File: src/rtl/clksynth_pkg.sv
package clksynth_pkg;
  localparam int REF_REG   = 2;
  localparam int POST_REG  = 6;
  localparam int FB_BASE   = 7;
  localparam int EXT_REG   = 11;
  localparam int EXT_SHIFT = 4;
  localparam int RATIO_W   = 4;

  // post code -> divide ratio; 0 marks the invalid code
  function automatic logic [RATIO_W-1:0] post_ratio(input logic [2:0] code);
    case (code)
      3'd0: post_ratio = 4'd1;
      3'd1: post_ratio = 4'd2;
      3'd2: post_ratio = 4'd4;
      3'd3: post_ratio = 4'd8;
      3'd4: post_ratio = 4'd3;
      3'd6: post_ratio = 4'd6;
      3'd7: post_ratio = 4'd12;
      default: post_ratio = 4'd0;
    endcase
  endfunction
endpackage

File: src/rtl/clksynth_idx_reg.sv
module clksynth_idx_reg #(
  parameter int DW = 8,
  parameter int AW = 5
) (
  input  logic          clk_i,
  input  logic          rst_ni,
  input  logic          load_i,
  input  logic [DW-1:0] byte_i,
  output logic [AW-1:0] sel_o,
  output logic          wr_en_o
);
  logic [AW-1:0] sel_q;
  logic          wr_q;
  logic          unused_bits;

  assign unused_bits = ^{byte_i[0], byte_i[DW-1:AW+2]};

  always_ff @(posedge clk_i or negedge rst_ni) begin
    if (!rst_ni) begin
      sel_q <= '0;
      wr_q  <= 1'b0;
    end else if (load_i) begin
      sel_q <= byte_i[AW+1:2];
      wr_q  <= byte_i[1];
    end
  end

  assign sel_o   = sel_q;
  assign wr_en_o = wr_q;

  AST_IDX_HOLD: assert property (@(posedge clk_i) disable iff (!rst_ni)
    !load_i |=> $stable({sel_q, wr_q}));
endmodule

File: src/rtl/clksynth_bank.sv
module clksynth_bank #(
  parameter int NREG = 32,
  parameter int DW   = 8,
  parameter int AW   = 5
) (
  input  logic                     clk_i,
  input  logic                     rst_ni,
  input  logic                     we_i,
  input  logic [AW-1:0]            addr_i,
  input  logic [DW-1:0]            wdata_i,
  output logic [DW-1:0]            rdata_o,
  output logic [NREG-1:0][DW-1:0]  regs_o
);
  logic [NREG-1:0][DW-1:0] regs_q;

  always_ff @(posedge clk_i or negedge rst_ni) begin
    if (!rst_ni) regs_q <= '0;
    else if (we_i) regs_q[addr_i] <= wdata_i;
  end

  assign rdata_o = regs_q[addr_i];
  assign regs_o  = regs_q;

  AST_WR_LANDS: assert property (@(posedge clk_i) disable iff (!rst_ni)
    we_i |=> regs_q[$past(addr_i)] == $past(wdata_i));
  AST_BANK_HOLD: assert property (@(posedge clk_i) disable iff (!rst_ni)
    !we_i |=> $stable(regs_q));
endmodule

File: src/rtl/clksynth_post_decode.sv
module clksynth_post_decode
  import clksynth_pkg::*;
#(
  parameter int NREG = 32,
  parameter int DW   = 8,
  parameter int AW   = 5
) (
  input  logic [NREG-1:0][DW-1:0] regs_i,
  input  logic [1:0]              vsel_i,
  output logic [DW-1:0]           ref_o,
  output logic [DW-1:0]           fb_o,
  output logic [RATIO_W-1:0]      post_o,
  output logic                    valid_o
);
  logic [AW-1:0] fb_idx;
  logic [2:0]    lo_pos;
  logic [2:0]    ext_pos;
  logic [2:0]    code;

  always_comb begin
    fb_idx  = AW'(FB_BASE) + AW'(vsel_i);
    lo_pos  = {vsel_i, 1'b0};
    ext_pos = 3'(EXT_SHIFT) + {1'b0, vsel_i};
    code    = {regs_i[EXT_REG][ext_pos], regs_i[POST_REG][lo_pos +: 2]};
    ref_o   = regs_i[REF_REG];
    fb_o    = regs_i[fb_idx];
    post_o  = post_ratio(code);
    valid_o = (code != 3'd5) && (regs_i[REF_REG] != '0);
  end
endmodule

File: src/rtl/clksynth_index_port.sv
module clksynth_index_port
  import clksynth_pkg::*;
#(
  parameter int NREG = 32,
  parameter int DW   = 8
) (
  input  logic               clk_i,
  input  logic               rst_ni,
  input  logic               idx_we_i,
  input  logic [DW-1:0]      idx_i,
  input  logic               data_we_i,
  input  logic [DW-1:0]      data_i,
  output logic [DW-1:0]      data_o,
  input  logic [1:0]         vclk_sel_i,
  output logic [DW-1:0]      ref_div_o,
  output logic [DW-1:0]      fb_div_o,
  output logic [RATIO_W-1:0] post_div_o,
  output logic               div_valid_o
);
  localparam int AW = $clog2(NREG);

  logic [AW-1:0]           sel;
  logic                    wr_en;
  logic [NREG-1:0][DW-1:0] regs;

  clksynth_idx_reg #(.DW(DW), .AW(AW)) u_idx (
    .clk_i, .rst_ni, .load_i(idx_we_i), .byte_i(idx_i),
    .sel_o(sel), .wr_en_o(wr_en)
  );

  clksynth_bank #(.NREG(NREG), .DW(DW), .AW(AW)) u_bank (
    .clk_i, .rst_ni, .we_i(data_we_i & wr_en), .addr_i(sel),
    .wdata_i(data_i), .rdata_o(data_o), .regs_o(regs)
  );

  clksynth_post_decode #(.NREG(NREG), .DW(DW), .AW(AW)) u_dec (
    .regs_i(regs), .vsel_i(vclk_sel_i), .ref_o(ref_div_o),
    .fb_o(fb_div_o), .post_o(post_div_o), .valid_o(div_valid_o)
  );

  AST_VALID_REF: assert property (@(posedge clk_i) disable iff (!rst_ni)
    div_valid_o |-> (ref_div_o != '0) && (post_div_o != '0));
  AST_RATIO_LEGAL: assert property (@(posedge clk_i) disable iff (!rst_ni)
    (post_div_o inside {4'd0, 4'd1, 4'd2, 4'd3, 4'd4, 4'd6, 4'd8, 4'd12}));
endmodule

File: config.mk
export PLATFORM = sky130hd
export DESIGN_NAME = clksynth_index_port
export DESIGN_NICKNAME = d
export VERILOG_FILES = /design/src/rtl/clksynth_pkg.sv /design/src/rtl/clksynth_idx_reg.sv /design/src/rtl/clksynth_bank.sv /design/src/rtl/clksynth_post_decode.sv /design/src/rtl/clksynth_index_port.sv
export SDC_FILE = /design/constraint.sdc
export NUM_CORES = 1
export LEC_CHECK = 0
export BUFFER_PORTS_ARGS = -buffer_cell sky130_fd_sc_hd__buf_2
export CORE_ASPECT_RATIO = 1.2
export CORE_UTILIZATION = 40
export DETAILED_ROUTE_END_ITERATION = 7
export PLACE_DENSITY_LB_ADDON = 0.25
export SKIP_LAST_GASP = 1
export SLEW_MARGIN = 10
export SYNTH_ARGS = -nofsm -noshare
export SYNTH_HDL_FRONTEND = slang
export SYNTH_SLANG_ARGS = --single-unit
File: constraint.sdc
create_clock -name clk_i -period 4.89 [get_ports clk_i]
set_input_delay 0.2445 -clock clk_i [delete_from_list [all_inputs] [get_ports clk_i]]
set_output_delay 0.2445 -clock clk_i [all_outputs]
set_load 0.02 [all_outputs]
==> metrics, run 1 <==
Synth Warn # 0; clk_lat worst skew 0.55 ns; routed vias 7650; Worst EP required 4.65 ns; IO Count 51; outcome finished with violations; Root Driver clkbuf_16; Final Util 0.455; Met1 Wirelength 14.3 mm; total power 6450 uW; most common cell in the netlist dfrtp_1; placed insts 1303; Post-DP HPWL 20.8 mm; Post-synth EDFFs 0; met2 WL post-DR 14.2 mm; syn_nets 946; DRT antenna net count 0; measured slew at the worst slew-check pin 1.00 ns; share of cells above drive strength 1 0.421; synthesized flop and latch total 262; Hold Crit Class in2reg; diode count 0; hold path depth 2; hold path startpoint idx_we_i; length in cells of the worst reg-to-reg path 4; metal3 WL 1.16 mm; setup_tns 0 ns; Vias/cell 5.62; antenna violations before repair 0; Finish-stage setup viols 0; kind of critical path reg2out; Yosys top cell area share 0.510; PnR worst setup slack 1.16 ns; Top Layer Used met4; CP max FO 39; gpl congestion 0.815; Area growth, synth to finish 11.6%; # DRC 4; largest net degree at the start of global routing 132; Final Max Slew Viols 0; Synth Cell Area 12900 sq um; sequential area share after synthesis 0.510; Synth cell types 42; vias in the first global route 7936; mean post-synth cell area 13.9 sq um; hold endpoint u_idx.sel_o[0]; WL per Instance 22.6 um; async set or reset register ratio after synthesis 1.00; Slew HR 0.331; Startpoint Class register; pre-CTS worst setup slack 1.75 ns; Rows 71; first-pass GRT wire length 48.6 mm; number of buffers created by CTS 28; Initial Util 0.408; commonest cells in the netlist dfrtp_1 (262), mux2_2 (256), mux2i_1 (129); final period utilization 0.763; gr usage total 0.192; Critical Path AT 3.49 ns; Period minus WS final 3.73 ns; Max Root-Sink Buffers 3; worst flop-to-flop path endpoint u_bank.regs_o[30]; CP endpoint kind primary output; Core ar. 31500 sq um; crit path launch u_idx.sel_o[0]; DRT Pass-1 Iters 8; Synth area leaders dfrtp_1 (51%), mux2_2 (22%), mux2i_1 (10%); r2r startpoint u_idx.sel_o[2]; H-tree Lvls 1; Max Clock Skew 0.00959 ns; Peak Freq 268 MHz; chip height 198 um; non-filler cells in the finished layout 1362; gr ovfl total 0; failing checks design-rule violations; Power Density 449 nW/um^2; Worst-path clk slew 0.06 ns; Die W 166 um; Final Hold Viols 0; Static Leakage 0.00672 uW; Routed Wire Length 30.8 mm; Iter 0 DRT Violations 618; number of port buffers 48; largest area contributor in the netlist dfrtp_1; RSZ-0062 raised after global routing no; post-CTS setup-driven buffer insertion count 0; Max VDD drop 250 uV; nets@finish 962; max cap viols 0; worst reg-to-reg setup slack 2.10 ns; Die ar. 32900 sq um; Post-Syn Instances 923; prevailing post-synth register cell dfrtp_1; CTS Sinks 262; CTS tree done
## worst max-delay path, stage by stage (launching register included)
cell and delay (ns):
dfrtp_4 0.88, buf_4 0.48, mux2i_1 0.33, o22ai_1 0.14
nor4_1 0.62, nand2_1 0.22, buf_2 0.22
## metal layers
layer  vias up  global-route usage
met5         -                   0
met4         0              0.0727
met3        53              0.0298
met2       156               0.308
met1      3964               0.263
li1       3477                   -
## cells in the final DEF, fill, tap and decap left out, drive strengths merged, types with 7 or more instances in the layout
cell type,count
mux2i,129
dlygate4sd3,7
mux4,19
clkbuf,42
mux2,270
dfrtp,262
o22ai,64
buf,55
nor3,8
nor2,18
nor4,18
nand2,20
## cells by family (layout without fill, tap and decap cells)
kind of cell    after synthesis  count (layout)  synth area share
mux                         418             418             0.370
compound gates               66              66            0.0324
simple gates                 97              97            0.0571
buf+inv                      79             117            0.0301
fa+ha+maj                     1               1          0.000972
flops                       262             262             0.510
## sequential cells by signal, summed over array words and instances, names as in the netlist
register and count:
u_idx.sel_o 5, u_bank.regs_o 256, u_idx.wr_en_o 1
## through the flow
step,area (sq um),hold WS (ns)
after floorplan,12900,-0.0511
after global placement,13300,0.458
after detailed placement,13300,0.461
after CTS,14400,0.0420
after global routing,14400,0.0733
final,14400,0.0580
## where the power goes
part	switching (uW)	internal [uW]	total (uW)
combinational	622	670	1290
clock	858	1360	2210
sequential	309	2640	2940
## timing repair
action,in CTS,in global routing
gates resized for setup,0,0
endpoints found under the hold margin,134,0
hold buffers,7,0
## worst max path at each step
stage                        to  slack, ns
floorplan           fb_div_o[0]       2.20
global placement      data_o[5]       1.78
detailed placement    data_o[6]       1.75
CTS                   data_o[6]       1.16
global route          data_o[3]       1.11
finish                data_o[0]       1.16
## layout make-up
cell class,instances,area [sq um]
Fill cell,2835,17200
Sequential cell,262,6560
Clock inverter,10,150
Tap cell,401,502
Multi-Input combinational cell,582,5920
Inverter,3,11.3
Timing Repair Buffer,62,398
Clock buffer,42,815
Note: power is estimated with default switching activity, not from simulation.
==> run 2, diff against run 1 <==
--- a/config.mk
+++ b/config.mk
@@ -5,6 +5,7 @@
 export SDC_FILE = /design/constraint.sdc
 export NUM_CORES = 1
 export LEC_CHECK = 0
+export ABC_AREA = 1
 export BUFFER_PORTS_ARGS = -buffer_cell sky130_fd_sc_hd__buf_2
 export CORE_ASPECT_RATIO = 1.2
 export CORE_UTILIZATION = 40
==> constraint.sdc (replaced) <==
create_clock -name clk_i -period 3.61 [get_ports clk_i]
set_input_delay 0.1805 -clock clk_i [delete_from_list [all_inputs] [get_ports clk_i]]
set_output_delay 0.1805 -clock clk_i [all_outputs]
set_load 0.02 [all_outputs]
==> run 2 against run 1 <==
The flow still finishes with violations (design-rule violations). Final area rose by 0.90%. Area after synthesis increased by 0.54%. Flip-flop and latch count stayed put. Setup slack worse by 0.89 ns. Clock skew up 0.0030 ns. Core utilization increased by 0.28 points. Sequential share of layout area is 0.40 points lower. Critical path depth grew 5. Largest power group unchanged.
==> metrics, run 2 <==
gr ovfl total 0; RSZ-0062 raised after global routing no; prevailing post-synth register cell dfrtp_1; Post-Syn Instances 1807; number of port buffers 48; CP endpoint kind primary output; share of cells above drive strength 1 0.0738; Startpoint Class register; Slew HR 0.261; hold path startpoint idx_we_i; gr usage total 0.223; Max VDD drop 332 uV; number of flip-flops in the largest register 256; nets@finish 1834; multi-input gate area in the final layout 5710 sq um; measured slew at the worst slew-check pin 1.11 ns; Sequential Area 6560 sq um; Synth Cell Area 12900 sq um; Initial Util 0.409; syn_nets 1830; Vias/cell 5.11; kind of critical path reg2out; Rows 71; CTS tree done; Die W 166 um; Layout fillers 3187; Yosys top cell area share 0.507; CTS Sinks 262; CP max FO 72; largest area contributor in the netlist dfrtp_1; Power Internal 5760 uW; Period minus WS final 3.35 ns; Synth cell types 21; Final Util 0.458; diode count 0; DRT antenna net count 0; async set or reset register ratio after synthesis 1.00; Finish-stage setup viols 0; pre-CTS worst setup slack 0.862 ns; failing checks design-rule violations; mean post-synth cell area 7.16 sq um; chip height 199 um; Max Clock Skew 0.0125 ns; Area growth, synth to finish 12.0%; antenna violations before repair 0; PnR worst setup slack 0.265 ns; outcome finished with violations; Net Switching 2650 uW; Final Hold Viols 0; hold endpoint u_idx.wr_en_o; gpl congestion 0.813; largest net degree at the start of global routing 109; Hold Crit Class in2reg; Die ar. 33100 sq um; commonest cells in the netlist nand2_1 (1005), o21ai_0 (306), dfrtp_1 (262); Resize count post-CTS 0; worst reg-to-reg setup slack 0.96 ns; Clock Power Share 0.338; WL per Instance 16.3 um; IO Count 51; Max Root-Sink Buffers 3; Final Max Slew Viols 0; Net Sw Frac 0.315; final period utilization 0.927; Combinational Power Share 0.202; commonest cells after routing, fill and taps aside nand2_1 (1005), o21ai_0 (306), dfrtp_1 (260), buf_2 (47), buf_4 (33); Root Driver clkbuf_16; commonest non-fill, non-tap cell in the layout nand2_1; synthesized flop and latch total 262; vias in the first global route 10700; # DRC 6; Core ar. 31600 sq um; length in cells of the worst reg-to-reg path 5; sequential area share after synthesis 0.507; r2r startpoint u_idx.sel_o[0]; Power Density 580 nW/um^2; Peak Freq 299 MHz; placed insts 2164; number of buffers created by CTS 29; max cap viols 0; Worst-path clk slew 0.06 ns; Worst EP required 3.43 ns; Post-synth EDFFs 0; Critical Path AT 3.16 ns; Iter 0 DRT Violations 959; Post-DP HPWL 21.8 mm; Routed Wire Length 36.4 mm; worst flop-to-flop path endpoint u_bank.regs_o[157]; Static Leakage 0.00748 uW; Synth Warn # 0; non-filler cells in the finished layout 2230; H-tree Lvls 1; Flop pwr share 0.460; clk_lat worst skew 0.55 ns; Synth area leaders dfrtp_1 (51%), nand2_1 (29%), o21ai_0 (12%); DRT Pass-1 Iters 7; most common cell in the netlist nand2_1; routed vias 11400; setup_tns 0 ns; first-pass GRT wire length 58.3 mm; hold path depth 2
run 2: changes by cell type after synthesis, moves of 14 or more:
cell | before | now
a21oi_1 | 0 | 23
clkbuf_1 | 32 | 83
inv_1 | 3 | 30
mux2_1 | 14 | 0
mux2_2 | 256 | 1
mux2i_1 | 129 | 0
mux4_2 | 19 | 0
nand2_1 | 16 | 1005
nor2_1 | 5 | 32
nor4_1 | 18 | 2
o21ai_0 | 0 | 306
o22ai_1 | 64 | 2
run 2: metal layers:
layer	part of all wire	vias to the layer above	GRT usage
met5	0	-	0
met4	0.031	0	0.0803
met3	0.050	68	0.0255
met2	0.46	315	0.372
met1	0.46	5337	0.300
li1	-	5678	-
run 2: cell families after synthesis:
| family | after synthesis | share of synthesized area |
|---|---|---|
| buffers and inverters | 157 | 0.0515 |
| muxes | 1 | 0.000870 |
| adders and majority gates | 1 | 0.000967 |
| and+or+nand+nor | 1052 | 0.310 |
| AOI/OAI and AO/OA | 334 | 0.130 |
| DFF | 262 | 0.507 |
run 2: timing repair:
item / 4_1_cts / 5_1_grt
hold buffers: 17 / 0
endpoints found under the hold margin: 109 / 0
buffers inserted: 0 / 0
endpoints found under the setup margin: 0 / 0
run 2: worst max path at each step:
stage | endpoint | from
finish | data_o[2] | u_idx.sel_o[0]
detailed placement | data_o[1] | u_idx.sel_o[0]
CTS | data_o[2] | u_idx.sel_o[0]
global route | data_o[5] | u_idx.sel_o[0]
global placement | fb_div_o[4] | vclk_sel_i[0]
floorplan | fb_div_o[4] | vclk_sel_i[0]
run 2: critical path: stages (launching register included):
cell	delay, ns
dfrtp_4	0.63
inv_4	0.73
buf_4	0.37
nand2_1	0.08
nand2_1	0.06
nand2_1	0.05
nand2_1	0.10
nand2_1	0.07
nand2_1	0.11
nor2_1	0.09
nand2_1	0.12
buf_2	0.18
run 2: area by class of cell:
class	count	area share
clock buffer	40	0.0571
clock inverter	9	0.00527
inverter	31	0.00820
multi-input combinational	1388	0.394
sequential	262	0.453
tap	401	0.0346
timing repair buffer	99	0.0475
run 2: through the flow:
step / total power [uW] / area (sq um) / hold WS [ns]
after floorplan: 5050 / 12900 / -0.115
after global placement: 5530 / 13400 / 0.302
after detailed placement: 5590 / 13400 / 0.297
after CTS: 8460 / 14500 / 0.0184
after global routing: 8900 / 14500 / 0.0526
final: 8410 / 14500 / 0.0240
run 2: power groups by stage:
| stage | combinational, uW | sequential (uW) | clock, uW |
|---|---|---|---|
| 3_5_place_dp | 1690 | 3900 | 0 |
| 5_1_grt | 1970 | 3940 | 3000 |
| 4_1_cts | 1710 | 3860 | 2890 |
| 3_3_place_gp | 1650 | 3880 | 0 |
| 6_report | 1700 | 3860 | 2840 |
| 2_1_floorplan | 1250 | 3810 | 0 |
==> run 3, diff against run 2 <==
--- a/config.mk
+++ b/config.mk
@@ -5,7 +5,6 @@
 export SDC_FILE = /design/constraint.sdc
 export NUM_CORES = 1
 export LEC_CHECK = 0
-export ABC_AREA = 1
 export BUFFER_PORTS_ARGS = -buffer_cell sky130_fd_sc_hd__buf_2
 export CORE_ASPECT_RATIO = 1.2
 export CORE_UTILIZATION = 40
==> run 3 against run 2 <==
The run still ends with design-rule violations left. Cell count down 38%. Sequential power up 4%. Clock skew down 0.0049 ns. Largest power group unchanged.
==> metrics, run 3 (same netlist as run 1, synthesis figures left out) <==
outcome finished with violations; failing checks design-rule violations; Combinational Power Share 0.205; Post-DP HPWL 21.3 mm; diode count 0; Final Max Slew Viols 0; most frequent CP cell buf_4; DRT antenna net count 0; chip height 198 um; gpl congestion 0.806; DRT Pass-1 Iters 8; Die W 166 um; number of buffers created by CTS 28; H-tree Lvls 1; final period utilization 0.925; vias in the first global route 8038; share of cells above drive strength 1 0.433; Max Clock Skew 0.00765 ns; gr ovfl total 0; first-pass GRT wire length 50.1 mm; CTS Sinks 262; Power Density 600 nW/um^2; crit path launch u_idx.sel_o[0]; Final Hold Viols 0; # DRC 4; Max Root-Sink Buffers 3; setup_tns 0 ns; pre-CTS worst setup slack 0.776 ns; Net Sw Frac 0.283; Critical Path AT 3.16 ns; largest net degree at the start of global routing 80; kind of critical path reg2out; commonest cells after routing, fill and taps aside dfrtp_1 (261), mux2_2 (256), mux2i_1 (129), o22ai_1 (64), buf_2 (47); CP max FO 36; measured slew at the worst slew-check pin 0.906 ns; Resize count post-CTS 0; Power Internal 6260 uW; Worst-path clk slew 0.06 ns; Flop pwr share 0.458; Slew HR 0.396; non-filler cells in the finished layout 1383; Static Leakage 0.00682 uW; WL per Instance 23.0 um; IO Count 51; Iter 0 DRT Violations 546; Final Util 0.461; Finish-stage setup viols 0; placed insts 1320; Initial Util 0.408; length in cells of the worst reg-to-reg path 4; Area growth, synth to finish 13.0%; Max VDD drop 304 uV; number of port buffers 48; gr usage total 0.199; Routed Wire Length 31.8 mm; Clock Power Share 0.336; commonest non-fill, non-tap cell in the layout dfrtp_1; Root Driver clkbuf_16; Core ar. 31500 sq um; Startpoint Class register; clk_lat worst skew 0.56 ns; Hold Crit Class in2async; Net Switching 2460 uW; Peak Freq 300 MHz; Vias/cell 5.66; nets@finish 985; max cap viols 0; RSZ-0062 raised after global routing no; Period minus WS final 3.34 ns; r2r startpoint u_idx.sel_o[0]; routed vias 7829; Worst EP required 3.43 ns; Slowest-stage cell, CP dfrtp_4; PnR worst setup slack 0.271 ns; number of flip-flops in the largest register 256; CTS tree done; CP endpoint kind primary output; Rows 71; Die ar. 32900 sq um; antenna violations before repair 0; Max stage delay on crit path 0.85 ns; CP Cell Sequence buf_4, buf_4, mux2i_1, o22ai_1, nor4_1, nand2_1, buf_2
==> run 3: cell count changes in the layout (fill, tap and decap cells not counted), sizes merged, moves of 19 or more <==
cell,delta
inv,-27
nand2,-985
o21ai,-306
o22ai,+62
mux2i,+129
mux2,+269
mux4,+19
a21oi,-23
==> run 3: path summary, 6_finish.rpt <==
path / to / slack, ns
min in group clk_i: u_bank.regs_o[55] / 0.29
hold / removal: u_bank.regs_o[161] / 0.20
hold reg to reg: u_bank.regs_o[235] / 0.48
setup reg to reg: u_bank.regs_o[193] / 1.01
setup / recovery: data_o[1] / 0.27
max in group asynchronous: u_bank.regs_o[61] / 2.38
==> run 3: final cells by class <==
class | count | area, sq um
Multi-Input combinational cell | 582 | 5920
Sequential cell | 262 | 6560
Clock inverter | 9 | 111
Inverter | 3 | 11.3
Clock buffer | 41 | 840
Fill cell | 2847 | 17000
Timing Repair Buffer | 85 | 598
Tap cell | 401 | 502
==> run 3: critical path, delay by kind of cell (launching register included) <==
kind | cells | cell delay (ns)
compound gates | 1 | 0.10
simple gates | 2 | 0.60
mux | 1 | 0.20
buf+inv | 3 | 0.84
flops | 1 | 0.85
==> run 3: repair_timing <==
| item | in CTS | in global routing |
|---|---|---|
| endpoints found under the hold margin | 82 | 0 |
| setup buffers | 0 | 0 |
| hold buffers | 13 | 0 |
==> run 3: power groups by stage <==
stage | registers (uW) | clock network [uW] | logic [uW]
after floorplan | 3870 | 0 | 1380
after global placement | 4020 | 0 | 1760
after detailed placement | 4050 | 0 | 1790
after CTS | 4000 | 2990 | 1810
after global routing | 4090 | 3120 | 1930
final | 4000 | 2930 | 1790
==> run 3: metal layers <==
| metal | track usage | routed length, um | vias up |
|---|---|---|---|
| li1 | - | - | 3534 |
| met1 | 0.283 | 15100 | 4105 |
| met2 | 0.318 | 15000 | 151 |
| met3 | 0.0219 | 966 | 39 |
| met4 | 0.0630 | 755 | 0 |
| met5 | 0 | 0 | - |
==> run 3: metrics by stage <==
| step | power [uW] | area (sq um) | hold WS (ns) |
|---|---|---|---|
| 3_3_place_gp | 5780 | 13500 | 0.218 |
| 6_report | 8720 | 14500 | 0.198 |
| 3_5_place_dp | 5840 | 13500 | 0.215 |
| 4_1_cts | 8800 | 14500 | 0.234 |
| 2_1_floorplan | 5250 | 12900 | -0.115 |
| 5_1_grt | 9140 | 14500 | 0.273 |
